$ cat config.mk
export PLATFORM = sky130hd
export DESIGN_NAME = gpio_edge_port
export DESIGN_NICKNAME = d
export VERILOG_FILES = /design/src/rtl/gpio_edge_pkg.sv /design/src/rtl/gpio_sync.sv /design/src/rtl/gpio_edge_flags.sv /design/src/rtl/gpio_regs.sv /design/src/rtl/gpio_edge_port.sv
export SDC_FILE = /design/constraint.sdc
export NUM_CORES = 1
export LEC_CHECK = 0
export CAP_MARGIN = 20
export CORE_MARGIN = 1
export CORE_UTILIZATION = 38
export CTS_BUF_LIST = sky130_fd_sc_hd__clkbuf_8
export CTS_CLUSTER_DIAMETER = 50
export CTS_CLUSTER_SIZE = 10
export DETAILED_ROUTE_END_ITERATION = 10
export PLACE_DENSITY = 0.66
export REMOVE_ABC_BUFFERS = 1
export SYNTH_ARGS = -nofsm -noshare
export SYNTH_HDL_FRONTEND = slang
export SYNTH_SLANG_ARGS = --single-unit
$ cat constraint.sdc
create_clock -name clk -period 1.06 [get_ports clk]
set_input_delay 0.106 -clock clk [delete_from_list [all_inputs] [get_ports clk]]
set_output_delay 0.106 -clock clk [all_outputs]
set_load 0.02 [all_outputs]
$ cat src/rtl/gpio_edge_pkg.sv
package gpio_edge_pkg;
  typedef enum logic [2:0] {
    SEL_DATA = 3'd0,
    SEL_DIR  = 3'd1,
    SEL_POL  = 3'd2,
    SEL_IEN  = 3'd3,
    SEL_FLAG = 3'd4
  } reg_sel_e;
endpackage

$ cat src/rtl/gpio_sync.sv
module gpio_sync #(
  parameter int WIDTH  = 8,
  parameter int STAGES = 2
) (
  input  logic             clk,
  input  logic             rst,
  input  logic [WIDTH-1:0] d,
  output logic [WIDTH-1:0] q
);
  logic [STAGES-1:0][WIDTH-1:0] chain;

  generate
    for (genvar s = 0; s < STAGES; s++) begin : g_stage
      if (s == 0) begin : g_first
        always_ff @(posedge clk) begin
          if (rst) chain[s] <= '0;
          else     chain[s] <= d;
        end
      end else begin : g_next
        always_ff @(posedge clk) begin
          if (rst) chain[s] <= '0;
          else     chain[s] <= chain[s-1];
        end
      end
    end
  endgenerate

  assign q = chain[STAGES-1];
endmodule

$ cat src/rtl/gpio_edge_flags.sv
module gpio_edge_flags #(
  parameter int               WIDTH     = 8,
  parameter logic [WIDTH-1:0] FLAG_MASK = 8'hC7
) (
  input  logic             clk,
  input  logic             rst,
  input  logic [WIDTH-1:0] sync_val,
  input  logic [WIDTH-1:0] pol,
  input  logic [WIDTH-1:0] ien,
  input  logic [WIDTH-1:0] clr,
  output logic [WIDTH-1:0] hit,
  output logic [WIDTH-1:0] flags,
  output logic             irq
);
  logic [WIDTH-1:0] prev_q;
  logic [WIDTH-1:0] flag_q;
  logic [WIDTH-1:0] flag_d;
  logic             irq_q;

  always_ff @(posedge clk) begin
    if (rst) prev_q <= '0;
    else     prev_q <= sync_val;
  end

  // Per-bit edge select: polarity 1 picks rising, 0 picks falling.
  generate
    for (genvar i = 0; i < WIDTH; i++) begin : g_edge
      if (FLAG_MASK[i]) begin : g_live
        always_comb begin
          if (pol[i]) hit[i] = sync_val[i] & ~prev_q[i];
          else        hit[i] = ~sync_val[i] & prev_q[i];
        end
      end else begin : g_dead
        assign hit[i] = 1'b0;
      end
    end
  endgenerate

  // Set has priority over a same-cycle clear.
  always_comb begin
    flag_d = ((flag_q & ~clr) | hit) & FLAG_MASK;
  end

  always_ff @(posedge clk) begin
    if (rst) begin
      flag_q <= '0;
      irq_q  <= 1'b0;
    end else begin
      flag_q <= flag_d;
      irq_q  <= |(flag_q & ien);
    end
  end

  assign flags = flag_q;
  assign irq   = irq_q;
endmodule

$ cat src/rtl/gpio_regs.sv
module gpio_regs
  import gpio_edge_pkg::*;
#(
  parameter int WIDTH  = 8,
  parameter int ADDR_W = 3
) (
  input  logic              clk,
  input  logic              rst,
  input  logic [ADDR_W-1:0] addr,
  input  logic              wr,
  input  logic [WIDTH-1:0]  wdata,
  input  logic [WIDTH-1:0]  sync_val,
  input  logic [WIDTH-1:0]  flags,
  output logic [WIDTH-1:0]  data_q,
  output logic [WIDTH-1:0]  dir_q,
  output logic [WIDTH-1:0]  pol_q,
  output logic [WIDTH-1:0]  ien_q,
  output logic [WIDTH-1:0]  clr,
  output logic [WIDTH-1:0]  rdata
);
  logic hit_data, hit_dir, hit_pol, hit_ien, hit_flag;
  logic [WIDTH-1:0] rd_mux;
  logic [WIDTH-1:0] port_view;

  assign hit_data = (addr == ADDR_W'(SEL_DATA));
  assign hit_dir  = (addr == ADDR_W'(SEL_DIR));
  assign hit_pol  = (addr == ADDR_W'(SEL_POL));
  assign hit_ien  = (addr == ADDR_W'(SEL_IEN));
  assign hit_flag = (addr == ADDR_W'(SEL_FLAG));

  always_ff @(posedge clk) begin
    if (rst) begin
      data_q <= '0;
      dir_q  <= '0;
      pol_q  <= '0;
      ien_q  <= '0;
    end else if (wr) begin
      if (hit_data) data_q <= wdata;
      if (hit_dir)  dir_q  <= wdata;
      if (hit_pol)  pol_q  <= wdata;
      if (hit_ien)  ien_q  <= wdata;
    end
  end

  assign clr       = (wr && hit_flag) ? wdata : '0;
  assign port_view = (data_q & dir_q) | (sync_val & ~dir_q);

  always_comb begin
    rd_mux = '0;
    if (hit_data) rd_mux = port_view;
    if (hit_dir)  rd_mux = dir_q;
    if (hit_pol)  rd_mux = pol_q;
    if (hit_ien)  rd_mux = ien_q;
    if (hit_flag) rd_mux = flags;
  end

  always_ff @(posedge clk) begin
    if (rst) rdata <= '0;
    else     rdata <= rd_mux;
  end
endmodule

$ cat src/rtl/gpio_edge_port.sv
module gpio_edge_port #(
  parameter int               WIDTH       = 8,
  parameter int               ADDR_W      = 3,
  parameter int               SYNC_STAGES = 2,
  parameter logic [WIDTH-1:0] FLAG_MASK   = 8'hC7
) (
  input  logic              clk,
  input  logic              rst,
  input  logic [ADDR_W-1:0] bus_addr,
  input  logic              bus_wr,
  input  logic [WIDTH-1:0]  bus_wdata,
  output logic [WIDTH-1:0]  bus_rdata,
  input  logic [WIDTH-1:0]  pin_in,
  output logic [WIDTH-1:0]  pin_out,
  output logic [WIDTH-1:0]  pin_oe,
  output logic              irq
);
  logic [WIDTH-1:0] sync_w;
  logic [WIDTH-1:0] data_w, dir_w, pol_w, ien_w, clr_w, hit_w, flag_w;

  gpio_sync #(.WIDTH(WIDTH), .STAGES(SYNC_STAGES)) u_sync (
    .clk(clk), .rst(rst), .d(pin_in), .q(sync_w)
  );

  gpio_regs #(.WIDTH(WIDTH), .ADDR_W(ADDR_W)) u_regs (
    .clk(clk), .rst(rst), .addr(bus_addr), .wr(bus_wr), .wdata(bus_wdata),
    .sync_val(sync_w), .flags(flag_w),
    .data_q(data_w), .dir_q(dir_w), .pol_q(pol_w), .ien_q(ien_w),
    .clr(clr_w), .rdata(bus_rdata)
  );

  gpio_edge_flags #(.WIDTH(WIDTH), .FLAG_MASK(FLAG_MASK)) u_flags (
    .clk(clk), .rst(rst), .sync_val(sync_w), .pol(pol_w), .ien(ien_w),
    .clr(clr_w), .hit(hit_w), .flags(flag_w), .irq(irq)
  );

  assign pin_out = data_w;
  assign pin_oe  = dir_w;
endmodule

Word level (Yosys, flattened, before mapping). Index checks and enable logic that the tools add are counted.

Input bits: 22. Logic and storage cells: 61. RAM bits: 0. Memories kept: 0. Bits in registers: 73. Memory bits (read-only): 0. Latch bits: 0. Output and inout bits: 25.

Shift-type cells: 0. Bitwise logic cells: 28. Equality and inequality tests: 4. Magnitude comparators: 0. Reduce and logical (&&, ||, !) cells: 7. Add/subtract/negate cells: 0. Divide/modulo/power cells: 0. Multipliers: 0. Multiplexer cells: 11.

Operator list (count): 2-to-1 mux 8 bit (6); bitwise AND 8 bit (4); inverter 8 bit (2); bitwise OR 8 bit (2); bitwise AND 1 bit (10); inverter 1 bit (10); AND reduction 2 bit (4); OR reduction 8 bit (1); == test 3 x 2 -> 1 bit, second input constant (2); 2-to-1 mux 1 bit (5); == test 3 x 1 -> 1 bit, second input constant (1); == test 3 bit, second input constant (1); logical NOT 3 bit (1); logical AND 1 bit (1).

Depth between registers and ports, before layout. Gate-level depths: netlist (run 1).

Depth after elaboration: 8. Gate-level depth with buffers: 6. Gate-level depth less buffers: 4.

Cells and area by module. Synthesis (run 1) repeated with hierarchy kept, for this count alone.

Cells, all modules: 304. Area, all modules: 2886.5 sq um.

By module, submodules not included: gpio_regs (instances 1, cells each 211, area an instance 1861.8 sq um); gpio_sync (instances 1, cells each 41, area an instance 524.3 sq um); gpio_edge_flags (instances 1, cells each 52, area an instance 500.5 sq um).

Least setup slack after synthesis (run 1). OpenSTA, ideal clock, no wires.

Path type: input-to-reg. Start: in bus_addr[1]. End: reg u_regs.rdata[5]. Stages on the path: 5. Data arrival time: 0.904 ns. Required time: 0.943 ns. Path slack: 0.039 ns. Path through: buf_6 -> or2_4 -> o21ai_0 -> o31ai_1 -> a22o_1.

Word-level cells in the longest chain between the ends: 6. Elaborated cells between the ends (all ways): 10.

RTL lines: start: declaration (RTL line gpio_edge_port.sv:9) `input logic [ADDR_W-1:0] bus_addr,`; logical NOT 3 bit (RTL line gpio_regs.sv:25) `assign hit_data = (addr == ADDR_W'(SEL_DATA));`; 2-to-1 mux 8 bit (RTL line gpio_regs.sv:50) `if (hit_data) rd_mux = port_view;`; 2-to-1 mux 8 bit (RTL line gpio_regs.sv:51) `if (hit_dir) rd_mux = dir_q;`; 2-to-1 mux 8 bit (RTL line gpio_regs.sv:52) `if (hit_pol) rd_mux = pol_q;`; 2-to-1 mux 8 bit (RTL line gpio_regs.sv:53) `if (hit_ien) rd_mux = ien_q;`; 2-to-1 mux 8 bit * (RTL line gpio_regs.sv:54) `if (hit_flag) rd_mux = flags;`; end signal: assignment (RTL line gpio_regs.sv:59) `else rdata <= rd_mux;`; end: declaration (RTL line gpio_regs.sv:19) `output logic [WIDTH-1:0] rdata`.

Mark *: on every way between the ends. The rest lies on a longest branch, timed or not. A chain may end at the register's enable or synchronous reset.

Worst setup path in the final report (run 1).
Start: in bus_addr[1]. End: reg u_regs.rdata[7].

The elaborated chain is that of the path after synthesis.

==> flow_metrics.env, run 1 <==
export IMPL_tritoncts="done"
export IMPL_grt_max_degree=30
export IMPL_wl_per_cell_um=13.99
export IMPL_num_antenna_cells=0
export IMPL_p_sw_uw=1225
export IMPL_synth_edff_count=0
export IMPL_numPortBuffers=46
export IMPL_viasPerCell=4.990
export IMPL_drtPass1Iterations=4
export IMPL_nNetsFinal=435
export IMPL_num_rows=30
export IMPL_grt_pass1_vias=2303
export IMPL_ir_drop_mv=0.6254
export IMPL_clkSinkCount=67
export IMPL_max_freq_mhz=938.5
export IMPL_vias=2485
export IMPL_place_hpwl_um=4948
export IMPL_htreeDepth=3
export IMPL_synth_compound_area_frac=0.1834
export IMPL_holdPathStages=3
export IMPL_yosysMostFrequentCell="nand2_1"
export IMPL_ys_top_cells_by_count="nand2_1 (79), dfxtp_1 (67), a21oi_1 (48)"
export IMPL_critPathMostFrequentCell="buf_4"
export IMPL_synthAdderAreaFrac=0
export IMPL_floorplan_initialDensity=0.3919
export IMPL_pin_count=47
export IMPL_p_sw_frac=0.2363
export IMPL_internal_power_uw=3958
export IMPL_holdBufCountCts=0
export IMPL_outcome="finished, violations left"
export IMPL_dpl_cell_area_um2=3541
export IMPL_maxCapViolCount=0
export IMPL_coreArea_um2=6756
export IMPL_synth_simple_area_share=0.2656
export IMPL_power_total_uw=5182
export IMPL_synth_async_reset_ratio=0
export IMPL_slowest_delay_ns=0.29
export IMPL_cts_root_buffer_cell="clkbuf_8"
export IMPL_layout_setup_ws_ns=-0.005521
export IMPL_p_per_area_nw_per_um2=1411
export IMPL_fin_skew_ns=0.007643
export IMPL_netlist_area_um2=2648
export IMPL_clockBufferDepth=2
export IMPL_reg2reg_depth=4
export IMPL_muxShareOfSynthArea=0
export IMPL_grt_use_total=0.2046
export IMPL_crit_type="input port to flop"
export IMPL_place_congestion=0.8245
export IMPL_period_share=1.005
export IMPL_ant_nets=0
export IMPL_ys_types=33
export IMPL_synth_area_leader_cell="dfxtp_1"
export IMPL_antenna_found_initial=0
export IMPL_yosysSeqAreaShare=0.5066
export IMPL_fin_setup_tns_ns=-0.005521
export IMPL_wirelength_um=6969
export IMPL_synth_warnings=0
export IMPL_post_synth_xor_area_fraction=0
export IMPL_power_frac_seq=0.509
export IMPL_pwr_share_comb=0.109
export IMPL_die_x_um=85.47
export IMPL_drive_gt1_frac=0.2799
export IMPL_finish_instance_area_um2=3674
export IMPL_yosys_most_used_dff="dfxtp_1"
export IMPL_p_leak_uw=0.001484
export IMPL_min_period_ns=1.066
export IMPL_fill_cells=641
export IMPL_ys_seq_elements=67
export IMPL_cts_buffers=9
export IMPL_syn_area_per_cell_um2=8.432
export IMPL_worstPathMaxFanout=6
export IMPL_synth_top_cell_area_share=0.5066
export IMPL_finalHoldViolCount=0
export IMPL_die_h_um=85.47
export IMPL_path_cells="clkdlybuf4s15_1 > nor2_1 > buf_4 > and2_2 > buf_4 > a221oi_1 > nor3_1"
export IMPL_slew_violations=0
export IMPL_grt_overflow=0
export IMPL_pwr_share_clk=0.382
export IMPL_rsz0062_at_grt="true"
export IMPL_end_kind="flop"
export IMPL_r2r_slack_ns=0.03
export IMPL_dieArea_um2=7305
export IMPL_synth_top_family_by_area="simple AND/OR/NAND/NOR gates"
export IMPL_setup_violations=1
export IMPL_path_clk_slew_ns=0.07
export IMPL_crit_required_ns=1.28
export IMPL_tightestPinTransition_ns=0.2993
export IMPL_hold_class="input port to flop"
export IMPL_slowest_stage="clkdlybuf4s15_1"
export IMPL_violations="negative setup slack"
export IMPL_slew_headroom=0.8005
export IMPL_grt_pass1_wl_um=11280
export IMPL_cp_arrival_ns=1.28
export IMPL_drc_errors=0
export IMPL_synthTopCellsByArea="dfxtp_1 (51%), nand2_1 (11%), a21oi_1 (9.1%)"
export IMPL_clk_latency_ns=0.34
export IMPL_dr_first_iter_drc_count=163
export IMPL_areaGrowthSynthToFinish_pct=38.75
export IMPL_synthCells=314
export IMPL_critPathLaunchType="input port"
==> cell usage in the layout, fill, tap and decap left out, types with 6 or more instances in the layout <==
cell type / synthesis / layout
dfxtp_2: 0 / 6
nand2b_1: 6 / 6
buf_4: 0 / 48
nand2_1: 79 / 79
dfxtp_1: 67 / 61
a21oi_1: 48 / 48
clkdlybuf4s50_1: 0 / 16
nor2_1: 18 / 18
clkbuf_8: 0 / 13
nor2b_1: 23 / 22
buf_2: 1 / 21
inv_1: 10 / 10
==> per-stage QoR <==
step                setup WS (ns)    util  hold slack (ns)  cells
detailed placement        -0.6159  0.5241           0.4248    481
global route             -0.02117  0.5437           0.1854    498
finish                  -0.005521  0.5437           0.1930    498
CTS                     0.0001090  0.5478           0.1746    497
floorplan                 0.04229       -           0.1751    301
global placement          -0.6316  0.5241           0.4168    481
==> cells by family (layout without fill, tap and decap cells) <==
logic type / after synthesis / count (layout)
AO/OA/AOI/OAI: 80 / 80
buffers and inverters: 23 / 127
AND/OR/NAND/NOR: 144 / 144
flip-flops: 67 / 67
==> worst paths after layout <==
path                              startpoint                      endpoint
setup reg to reg      u_sync.q[2]$_SDFF_PP0_    u_regs.rdata[2]$_SDFF_PP0_
setup / recovery                 bus_addr[1]    u_regs.rdata[7]$_SDFF_PP0_
hold / removal                           rst  u_regs.ien_q[6]$_SDFFE_PP0P_
hold reg to reg   u_sync.chain[4]$_SDFF_PP0_        u_sync.q[4]$_SDFF_PP0_
==> flip-flops by register name (all words and copies together) (netlist names) <==
register	flops
u_regs.data_q	8
u_regs.dir_q	8
u_flags.flags	5
u_sync.chain	8
u_regs.ien_q	8
u_regs.rdata	8
u_flags.irq	1
u_flags.prev_q	5
u_regs.pol_q	8
u_sync.q	8
==> worst max-delay path, delay by kind of cell <==
kind | cells | cell delay (ns)
and+or+nand+nor | 3 | 0.36
buffers and inverters | 3 | 0.59
AOI/OAI and AO/OA | 1 | 0.22
==> per-layer routing <==
metal  global-route usage  share of wire  vias to the layer above
li1                     -              -                     1251
met1               0.2700           0.46                     1152
met2               0.3149           0.47                       74
met3              0.04280          0.059                        8
met4               0.1076         0.0099                        0
met5                    0              0                        -
==> cell type report <==
type | instances | area, um2 | area share
multi-input combinational | 224 | 1209 | 0.3290
inverter | 10 | 37.54 | 0.01022
clock buffer | 13 | 178.9 | 0.04871
tap | 80 | 100.1 | 0.02725
sequential | 67 | 1349 | 0.3672
clock inverter | 3 | 12.51 | 0.003406
timing repair buffer | 101 | 787.0 | 0.2142
==> power by group through the flow <==
stage | logic, uW | registers (uW) | clock network, uW
after floorplan | 174 | 2710 | 0
after global placement | 560 | 2690 | 0
after detailed placement | 565 | 2690 | 0
after CTS | 556 | 2630 | 2040
after global routing | 614 | 2640 | 2150
final | 565 | 2640 | 1980
==> what timing repair did <==
item,in CTS,in global routing
cloned,0,1
setup endpoints to repair,70,28
gates resized for setup,91,32
hold endpoints to repair,0,0
setup buffers,0,0
pin swaps,3,9
Note: power is estimated with default switching activity, not from simulation.
==> run 2, diff against run 1 <==
Settings changed: SLEW_MARGIN set to 40.
==> results of run 2 <==
The final DEF is identical to that of run 1; final timing and power are the same.
==> run 3, diff against run 2 <==
Settings changed: CTS_CLUSTER_SIZE 10 to not set.
==> results of run 3 <==
The final DEF is identical to that of run 1; final timing and power are the same.
